<file path="src/rtl/vic_pkg.sv">
// Shared constants and helpers for the vectored interrupt controller.
// Assumes index 0 is the highest priority and the last index is the external line.
package vic_pkg;
    localparam int unsigned NUM_SRC = 5;
    localparam int unsigned SRC_W   = $clog2(NUM_SRC + 1);
    localparam int unsigned IDX_W   = $clog2(NUM_SRC);
    localparam int unsigned VEC_W   = 16;
    localparam int unsigned MASK_W  = 3;
    localparam int unsigned EXT_IDX = NUM_SRC - 1;

    typedef enum logic [1:0] {
        TRIG_EDGE_HOLD   = 2'd0,
        TRIG_STICKY_RISE = 2'd1,
        TRIG_LEVEL       = 2'd2
    } trig_e;

    // Trigger rule per priority index
    function automatic trig_e trig_of(input int unsigned idx);
        if (idx == 0) return TRIG_EDGE_HOLD;
        if (idx == 1) return TRIG_STICKY_RISE;
        return TRIG_LEVEL;
    endfunction

    // Sources that carry their own mask bit
    function automatic bit has_mask(input int unsigned idx);
        return (idx >= 1) && (idx <= MASK_W);
    endfunction

    // Mask bit position for a masked source (edge -> 2, level A -> 1, level B -> 0)
    function automatic int unsigned mask_pos(input int unsigned idx);
        return MASK_W - idx;
    endfunction

    // Vector address: RST value times 8, computed from half-unit RST values times 4
    function automatic logic [VEC_W-1:0] vec_of(input logic [IDX_W-1:0] idx);
        int unsigned half_units;
        case (idx)
            IDX_W'(0): half_units = 9;
            IDX_W'(1): half_units = 15;
            IDX_W'(2): half_units = 13;
            IDX_W'(3): half_units = 11;
            default:   half_units = 0;
        endcase
        return VEC_W'(half_units * 4);
    endfunction
endpackage

</file>
<file path="src/rtl/irq_cond.sv">
// Conditions one edge-based request line into a request flag.
// MODE selects the edge-and-hold rule (flag also needs the pin high) or the
// sticky rising-edge latch. Level lines do not use this module.
// Assumes pin_i is already synchronous to clk.
module irq_cond
    import vic_pkg::*;
#(
    parameter trig_e MODE = TRIG_STICKY_RISE
) (
    input  logic clk,
    input  logic rst_n,
    input  logic pin_i,
    input  logic clr_i,
    output logic req_o
);
    logic prev_q;
    logic latch_q;
    logic rise;

    assign rise = pin_i & ~prev_q;

    // Previous pin value; reset high so a pin held high at reset release is no edge
    always_ff @(posedge clk) begin
        if (!rst_n) prev_q <= 1'b1;
        else        prev_q <= pin_i;
    end

    generate
        if (MODE == TRIG_EDGE_HOLD) begin : g_hold
            // Edge latch that is dropped by a take or by the pin falling
            always_ff @(posedge clk) begin
                if (!rst_n)               latch_q <= 1'b0;
                else if (rise)            latch_q <= 1'b1;
                else if (clr_i || !pin_i) latch_q <= 1'b0;
            end
            assign req_o = latch_q & pin_i;
        end else begin : g_sticky
            // Edge latch held until taken or reset
            always_ff @(posedge clk) begin
                if (!rst_n)     latch_q <= 1'b0;
                else if (rise)  latch_q <= 1'b1;
                else if (clr_i) latch_q <= 1'b0;
            end
            assign req_o = latch_q;
        end
    endgenerate
endmodule

</file>
<file path="src/rtl/irq_prio_pick.sv">
// Fixed-priority picker: the lowest set index wins.
// Produces a one-hot grant, a valid flag and the winning index.
module irq_prio_pick #(
    parameter int unsigned N = 5,
    localparam int unsigned IW = (N > 1) ? $clog2(N) : 1
) (
    input  logic [N-1:0]  req_i,
    output logic [N-1:0]  grant_o,
    output logic          valid_o,
    output logic [IW-1:0] idx_o
);
    // Scan from lowest priority upward so the highest priority is written last
    always_comb begin
        grant_o = '0;
        valid_o = 1'b0;
        idx_o   = '0;
        for (int i = N - 1; i >= 0; i--) begin
            if (req_i[i]) begin
                grant_o    = '0;
                grant_o[i] = 1'b1;
                valid_o    = 1'b1;
                idx_o      = IW'(i);
            end
        end
    end
endmodule

</file>
<file path="src/rtl/vec_irq_ctrl.sv">
// Top of the prioritized vectored interrupt controller.
// Conditions five request lines and gates them with masks and a global enable.
// Picks a winner by fixed priority and registers its code and vector on a take.
// Assumes all inputs are synchronous to clk.
module vec_irq_ctrl
    import vic_pkg::*;
(
    input  logic              clk,
    input  logic              rst_n,
    input  logic              nmi_pin_i,
    input  logic              edge_pin_i,
    input  logic              lvl_a_pin_i,
    input  logic              lvl_b_pin_i,
    input  logic              ext_pin_i,
    input  logic              take_i,
    input  logic              mask_wr_i,
    input  logic [MASK_W-1:0] mask_data_i,
    input  logic              en_set_i,
    input  logic              en_clr_i,
    output logic              pending_o,
    output logic [SRC_W-1:0]  src_o,
    output logic [VEC_W-1:0]  vec_o,
    output logic              ext_ack_n_o
);
    logic [NUM_SRC-1:0] pin_vec;
    logic [NUM_SRC-1:0] raw_req;
    logic [NUM_SRC-1:0] elig;
    logic [NUM_SRC-1:0] grant;
    logic               win_valid;
    logic [IDX_W-1:0]   win_idx;
    logic               accept;
    logic               ien_q;
    logic [MASK_W-1:0]  mask_q;
    logic [SRC_W-1:0]   src_q;
    logic [VEC_W-1:0]   vec_q;
    logic               ack_n_q;

    assign pin_vec = {ext_pin_i, lvl_b_pin_i, lvl_a_pin_i, edge_pin_i, nmi_pin_i};
    assign accept  = take_i & win_valid;

    generate
        for (genvar g = 0; g < NUM_SRC; g++) begin : g_src
            // Trigger conditioning chosen by the source's rule
            if (trig_of(g) == TRIG_LEVEL) begin : g_lvl
                assign raw_req[g] = pin_vec[g];
            end else begin : g_edge
                irq_cond #(.MODE(trig_of(g))) cond_i (
                    .clk   (clk),
                    .rst_n (rst_n),
                    .pin_i (pin_vec[g]),
                    .clr_i (accept & grant[g]),
                    .req_o (raw_req[g])
                );
            end
            // Eligibility: the non-maskable line is never gated
            if (g == 0) begin : g_nm
                assign elig[g] = raw_req[g];
            end else if (has_mask(g)) begin : g_msk
                assign elig[g] = raw_req[g] & ien_q & ~mask_q[mask_pos(g)];
            end else begin : g_unm
                assign elig[g] = raw_req[g] & ien_q;
            end
        end
    endgenerate

    irq_prio_pick #(.N(NUM_SRC)) pick_i (
        .req_i   (elig),
        .grant_o (grant),
        .valid_o (win_valid),
        .idx_o   (win_idx)
    );

    // Global enable: take clears first, then clear command, then set command
    always_ff @(posedge clk) begin
        if (!rst_n)        ien_q <= 1'b0;
        else if (accept)   ien_q <= 1'b0;
        else if (en_clr_i) ien_q <= 1'b0;
        else if (en_set_i) ien_q <= 1'b1;
    end

    // Mask bits, all masked out of reset
    always_ff @(posedge clk) begin
        if (!rst_n)         mask_q <= '1;
        else if (mask_wr_i) mask_q <= mask_data_i;
    end

    // Capture the winner's code and vector on an accepted take
    always_ff @(posedge clk) begin
        if (!rst_n) begin
            src_q <= '0;
            vec_q <= '0;
        end else if (accept) begin
            src_q <= SRC_W'(win_idx) + SRC_W'(1);
            vec_q <= vec_of(win_idx);
        end
    end

    // One-cycle active-low acknowledge after the external line is taken
    always_ff @(posedge clk) begin
        if (!rst_n) ack_n_q <= 1'b1;
        else        ack_n_q <= ~(accept && (win_idx == IDX_W'(EXT_IDX)));
    end

    assign pending_o   = win_valid;
    assign src_o       = src_q;
    assign vec_o       = vec_q;
    assign ext_ack_n_o = ack_n_q;
endmodule

</file>
<file path="config.mk">
export PLATFORM = sky130hd
export DESIGN_NAME = vec_irq_ctrl
export DESIGN_NICKNAME = d
export VERILOG_FILES = /design/src/rtl/vic_pkg.sv /design/src/rtl/irq_cond.sv /design/src/rtl/irq_prio_pick.sv /design/src/rtl/vec_irq_ctrl.sv
export SDC_FILE = /design/constraint.sdc
export NUM_CORES = 1
export LEC_CHECK = 0
export ABC_AREA = 1
export BUFFER_PORTS_ARGS = -buffer_cell sky130_fd_sc_hd__buf_2
export CORE_MARGIN = 2
export CORE_UTILIZATION = 36
export CTS_CLUSTER_SIZE = 14
export DETAILED_ROUTE_END_ITERATION = 8
export PLACE_DENSITY = 0.68
export SYNTH_ARGS = -nofsm -noshare
export SYNTH_HDL_FRONTEND = slang
export SYNTH_SLANG_ARGS = --single-unit
export TNS_END_PERCENT = 30
</file>
<file path="constraint.sdc">
create_clock -name clk -period 1.25 [get_ports clk]
set_input_delay 0.375 -clock clk [delete_from_list [all_inputs] [get_ports clk]]
set_output_delay 0.375 -clock clk [all_outputs]
set_load 0.01 [all_outputs]
</file>
==> After elaboration in Yosys (flattened, before gate mapping) <==
Cells that the tools add are included.
Widths: inputs -> output; s select.
{ "classes": {"n_bitwise": 20, "n_mux": 19, "n_reduce_logical": 7, "n_eq_ne": 4, "add_sub_neg": 1} }
{ "op_table": {"columns": ["operator", "n"], "rows": [
  ["$pmux 4 s4", 1],
  ["$mux 3", 5],
  ["$and 1x1->1", 13],
  ["$mux 1", 9],
  ["$mux 2", 4],
  ["$not 1->1", 7],
  ["$eq 3x2->1 const B", 2],
  ["$reduce_bool 2->1", 2],
  ["$add 3x1->3 const B", 1],
  ["$eq 3x1->1 const B", 1],
  ["$eq 3x3->1 const B", 1],
  ["$logic_not 3->1", 1],
  ["$reduce_or 3->1", 1],
  ["$logic_and 1x1->1", 1],
  ["$logic_not 1->1", 1],
  ["$logic_or 1x1->1", 1]
]} }
{ "totals": {"inputBits": 14, "register_bits": 26} }

==> Depth between registers and ports, before layout <==
{ "depth": {"depth_word": 11, "ltp_mapped": 10} }

==> By module <==
A second synthesis with hierarchy kept.
{ "hier_totals": {"cells_unflattened": 124, "area_unflattened_um2": 877.1} }
{ "by_module_without_submodules": {"columns": ["mod", "cells_each", "instances", "area_per_inst_um2"], "rows": [
  ["vec_irq_ctrl", 88, 1, 650.6],
  ["irq_prio_pick", 18, 1, 85.1],
  ["irq_cond at g_src[0].g_edge.cond_i", 9, 1, 71.3],
  ["irq_cond at g_src[1].g_edge.cond_i", 9, 1, 70.1]
]} }

==> Worst setup path after synthesis <==
OpenSTA, ideal clock, no wires.
{ "synth_path": {"kind": "register to register", "start": "register ien_q", "end": "register vec_q[2] (netlist: vec_o[2])", "t_arrival_ns": 1.178, "t_required_ns": 1.141, "stages_incl_launch_ff": 11, "slack_ns": -0.037, "setup_ns": 0.109, "period_less_slack_ns": 1.287, "cell_sequence": "dfxtp_1 -> nand2_2 -> nor2_4 -> nor2_1 -> nand2_1 -> inv_1 -> ha_1 -> nand2_1 -> nand3_1 -> nand2_1 -> inv_1"} }
{ "synth_via": {"elab_chain_len": 8, "elab_cells_between_ends": 23, "classes_between": "eq/ne (3); mux (11); bitwise (8); reduce/logical (1)"} }
{ "synth_lines": {"columns": ["element", "line_no", "source"], "rows": [
  ["start, declared", "vec_irq_ctrl.sv:32", "logic ien_q;"],
  ["start signal, assigned", "vec_irq_ctrl.sv:75", "if (!rst_n) ien_q <= 1'b0;"],
  ["start signal, assigned", "vec_irq_ctrl.sv:76", "else if (accept) ien_q <= 1'b0;"],
  ["start signal, assigned", "vec_irq_ctrl.sv:77", "else if (en_clr_i) ien_q <= 1'b0;"],
  ["$and 1x1->1, on equally long branches", "vec_irq_ctrl.sv:59, vec_irq_ctrl.sv:61", null],
  ["$and 1x1->1 or $mux 3 (tied branches)", "vec_irq_ctrl.sv:59, irq_prio_pick.sv:18", null],
  ["$mux 3 (4 in a row)", "irq_prio_pick.sv:18", "if (req_i[i]) begin"],
  ["$eq 3x2->1 (tied with other cells)", "vic_pkg.sv:37", "case (idx)"],
  ["$pmux 4 s4", "vic_pkg.sv:37", null],
  ["end signal, assigned", "vec_irq_ctrl.sv:94", "vec_q <= vec_of(win_idx);"],
  ["end, declared", "vec_irq_ctrl.sv:35", "logic [VEC_W-1:0] vec_q;"]
]} }
Parallel ways exist; a longest one is shown, timed or not.
A chain may end at the register's enable or synchronous reset.

==> Worst setup path after layout <==
{ "layout_path": {"start": "register ien_q", "end": "output port pending_o"} }
{ "layout_via": {"elab_chain_len": 6, "elab_cells_between_ends": 12, "classes_between": "mux (5); bitwise (7)"} }
{ "layout_lines": {"columns": ["element", "line_no", "source"], "rows": [
  ["$and 1x1->1, on equally long branches", "vec_irq_ctrl.sv:61, vec_irq_ctrl.sv:59", null],
  ["$mux 1 or $and 1x1->1 (tied branches)", "irq_prio_pick.sv:18, vec_irq_ctrl.sv:59", null],
  ["$mux 1 (2 in a row)", "irq_prio_pick.sv:18", null],
  ["$mux 1 (*) (2 in a row)", "irq_prio_pick.sv:18", null],
  ["end, declared", "vec_irq_ctrl.sv:20", "output logic pending_o,"]
]} }
Every way passes the cells marked *; elsewhere a longest branch is shown, timed or not.

==> flow_metrics.env <==
export IMPL_fin_skew_ns=0.001800
export IMPL_hold_viol=0
export IMPL_num_antenna_cells=0
export IMPL_powerDensity_nw_per_um2=913.0
export IMPL_grt_start_max_net_pins=9
export IMPL_min_period_ns=1.466
export IMPL_ir_drop_v=0.0006867
export IMPL_post_route_util_pct=51.20
export IMPL_root_buffer="clkbuf_4"
export IMPL_dpl_worst_slack_ns=-0.2061
export IMPL_coreArea_um2=1982
export IMPL_yosysSeqAreaShare_pct=39.41
export IMPL_hold_class="in2reg"
export IMPL_drtIter0Drc=6
export IMPL_fmax_mhz=682.0
export IMPL_antenna_left=0
export IMPL_drv_cap=0
export IMPL_cts_tree="yes"
export IMPL_syn2layout_area_growth_pct=33.17
export IMPL_critPathCaptureType="output port"
export IMPL_postSynthCellCount=101
export IMPL_synthesis_area_um2=762.0
export IMPL_holdBufCountCts=0
export IMPL_fin_crit_sh_pct=117.3
export IMPL_cts_clk_slew_worst_paths_ns=0.08
export IMPL_rows=16
export IMPL_avgSynthCellArea_um2=7.544
export IMPL_start_kind="register"
export IMPL_ys_ff_latch=15
export IMPL_viasPerCell=4.238
export IMPL_grt_setup_unrepaired="true"
export IMPL_routed_wirelength_um=1523
export IMPL_cts_sinks=15
export IMPL_vias=678
export IMPL_worst_slack_ns=-0.2163
export IMPL_start_util_pct=38.45
export IMPL_hpwl_um=1135
export IMPL_num_io_pins=35
export IMPL_fin_tns_setup_ns=-0.5417
export IMPL_fin_hold_ws_ns=0.2546
export IMPL_p_leak_nw=0.5309
export IMPL_die_x_um=50.01
export IMPL_outcome="finished with violations"
export IMPL_drive_above_1_share_pct=40.60
export IMPL_nets=149
export IMPL_dieArea_um2=2501
export IMPL_drv_slew=0
export IMPL_cp_data_required_time_ns=0.88
export IMPL_grt_pass1_wl_um=2546
export IMPL_drc=0
export IMPL_htree_levels=1
export IMPL_overflow=0
export IMPL_yosysWarnings=0
export IMPL_cts_made_buffers=3
export IMPL_drtPass1Iterations=3
export IMPL_track_usage_pct=13.19
export IMPL_insertion_delay_ns=0.28
export IMPL_die_y_um=50.01
export IMPL_grt_pass1_vias=614
export IMPL_antenna_found_initial=0
export IMPL_port_buffers=22
export IMPL_gp_congestion=0.7743
export IMPL_wire_per_inst_um=9.519
export IMPL_failed_checks="negative setup slack"
export IMPL_setup_viol=7
export IMPL_cts_max_path_buffers=2
export IMPL_synth_distinct_cells=22
export IMPL_crit_type="reg2out"
export IMPL_crit_fanout=6
export IMPL_cp_arrival_ns=1.09
final timing paths:
path,start,end,slack (ns),cells after the start
min,en_clr_i,ien_q,0.25,2
max,ien_q,pending_o,-0.22,5
max reg2reg,ien_q,vec_o[2],-0.12,11
min reg2reg,g_src[0].g_edge.cond_i.prev_q,g_src[0].g_edge.cond_i.latch_q,0.43,1
cells by family after synthesis:
group	synth area share (%)
AOI/OAI and AO/OA	9.524
adders and majority gates	1.642
buffers and inverters	19.54
DFF	39.41
other	0.4921
and+or+nand+nor	29.39
area by class of cell:
class	count	area [um^2]
clock buffer	4	26.28
fill	189	967.2
multi-input combinational	72	412.9
tap	27	33.78
sequential	15	304.0
timing repair buffer	31	191.4
inverter	11	46.29
flip-flops by register name, indices dropped and copies added, names as in the netlist:
register / flops
ext_ack_n_o: 1
g_src.g_edge.cond_i.latch_q: 1
ien_q: 1
src_o: 3
g_src.g_edge.cond_i.req_o: 1
g_src.g_edge.cond_i.prev_q: 2
vec_o: 3
mask_q: 3
timing repair:
| action | in CTS | in global routing |
|---|---|---|
| gates resized for setup | 12 | 7 |
| cloned | 0 | 0 |
| setup buffers | 4 | 0 |
| pin swaps | 7 | 9 |
| setup endpoints to repair | 7 | 9 |
per-stage QoR:
step | instances | instance area [um^2] | power (mW)
after floorplan | 112 | 809.5 | 0.6248
after global placement | 152 | 888.4 | 0.6446
after detailed placement | 152 | 888.4 | 0.6481
after CTS | 160 | 988.4 | 0.9312
after global routing | 160 | 1015 | 0.9835
final | 160 | 1015 | 0.9265
cell usage in the layout (no fill, tap or decap), types with 2 or more instances in the layout:
| cell type | count |
|---|---|
| dfxtp_1 | 14 |
| buf_6 | 3 |
| buf_2 | 21 |
| o21ai_2 | 2 |
| nor2_1 | 3 |
| conb_1 | 12 |
| o21ai_1 | 2 |
| buf_4 | 7 |
| nand2_2 | 2 |
| inv_1 | 10 |
| nor2_4 | 5 |
| nand2_4 | 4 |
| a21oi_1 | 7 |
| nand2_1 | 20 |
| o21ai_0 | 2 |
| nand3_1 | 5 |
| nand4_1 | 2 |
| clkbuf_4 | 3 |
critical path: stages (launching register included):
cell,delay [ns]
dfxtp_4,0.38
nand2_4,0.07
nor2_4,0.04
nor2_4,0.14
nand2_4,0.07
buf_6,0.12
layer usage:
metal  track usage, %  share of wire (%)  vias to the layer above
met1            16.11                 45                      301
met5                0                  0                        -
li1                 -                  -                      358
met4            4.167                1.1                        0
met3            3.636                5.1                        2
met2            22.15                 49                       17
synth_stat cells, drive strengths merged:
library cell  number  share of area, %
a211oi             1              0.99
a21oi              7               4.6
buf               13                13
clkbuf             1              0.66
conb               1              0.49
dfxtp             15                39
ha                 1               1.6
inv               11               6.1
nand2             26                15
nand3              6               4.6
nand4              2               1.6
nor2               9               6.4
nor4               1              0.82
o21ai              6               3.9
or2                1              0.82
power by group:
group          internal (mW)  total, mW  switching (mW)
logic                 0.0615      0.147          0.0852
registers              0.496      0.513          0.0170
clock network          0.124      0.266           0.143
total                  0.682      0.926           0.245
Power figures use the tool's default switching activity.
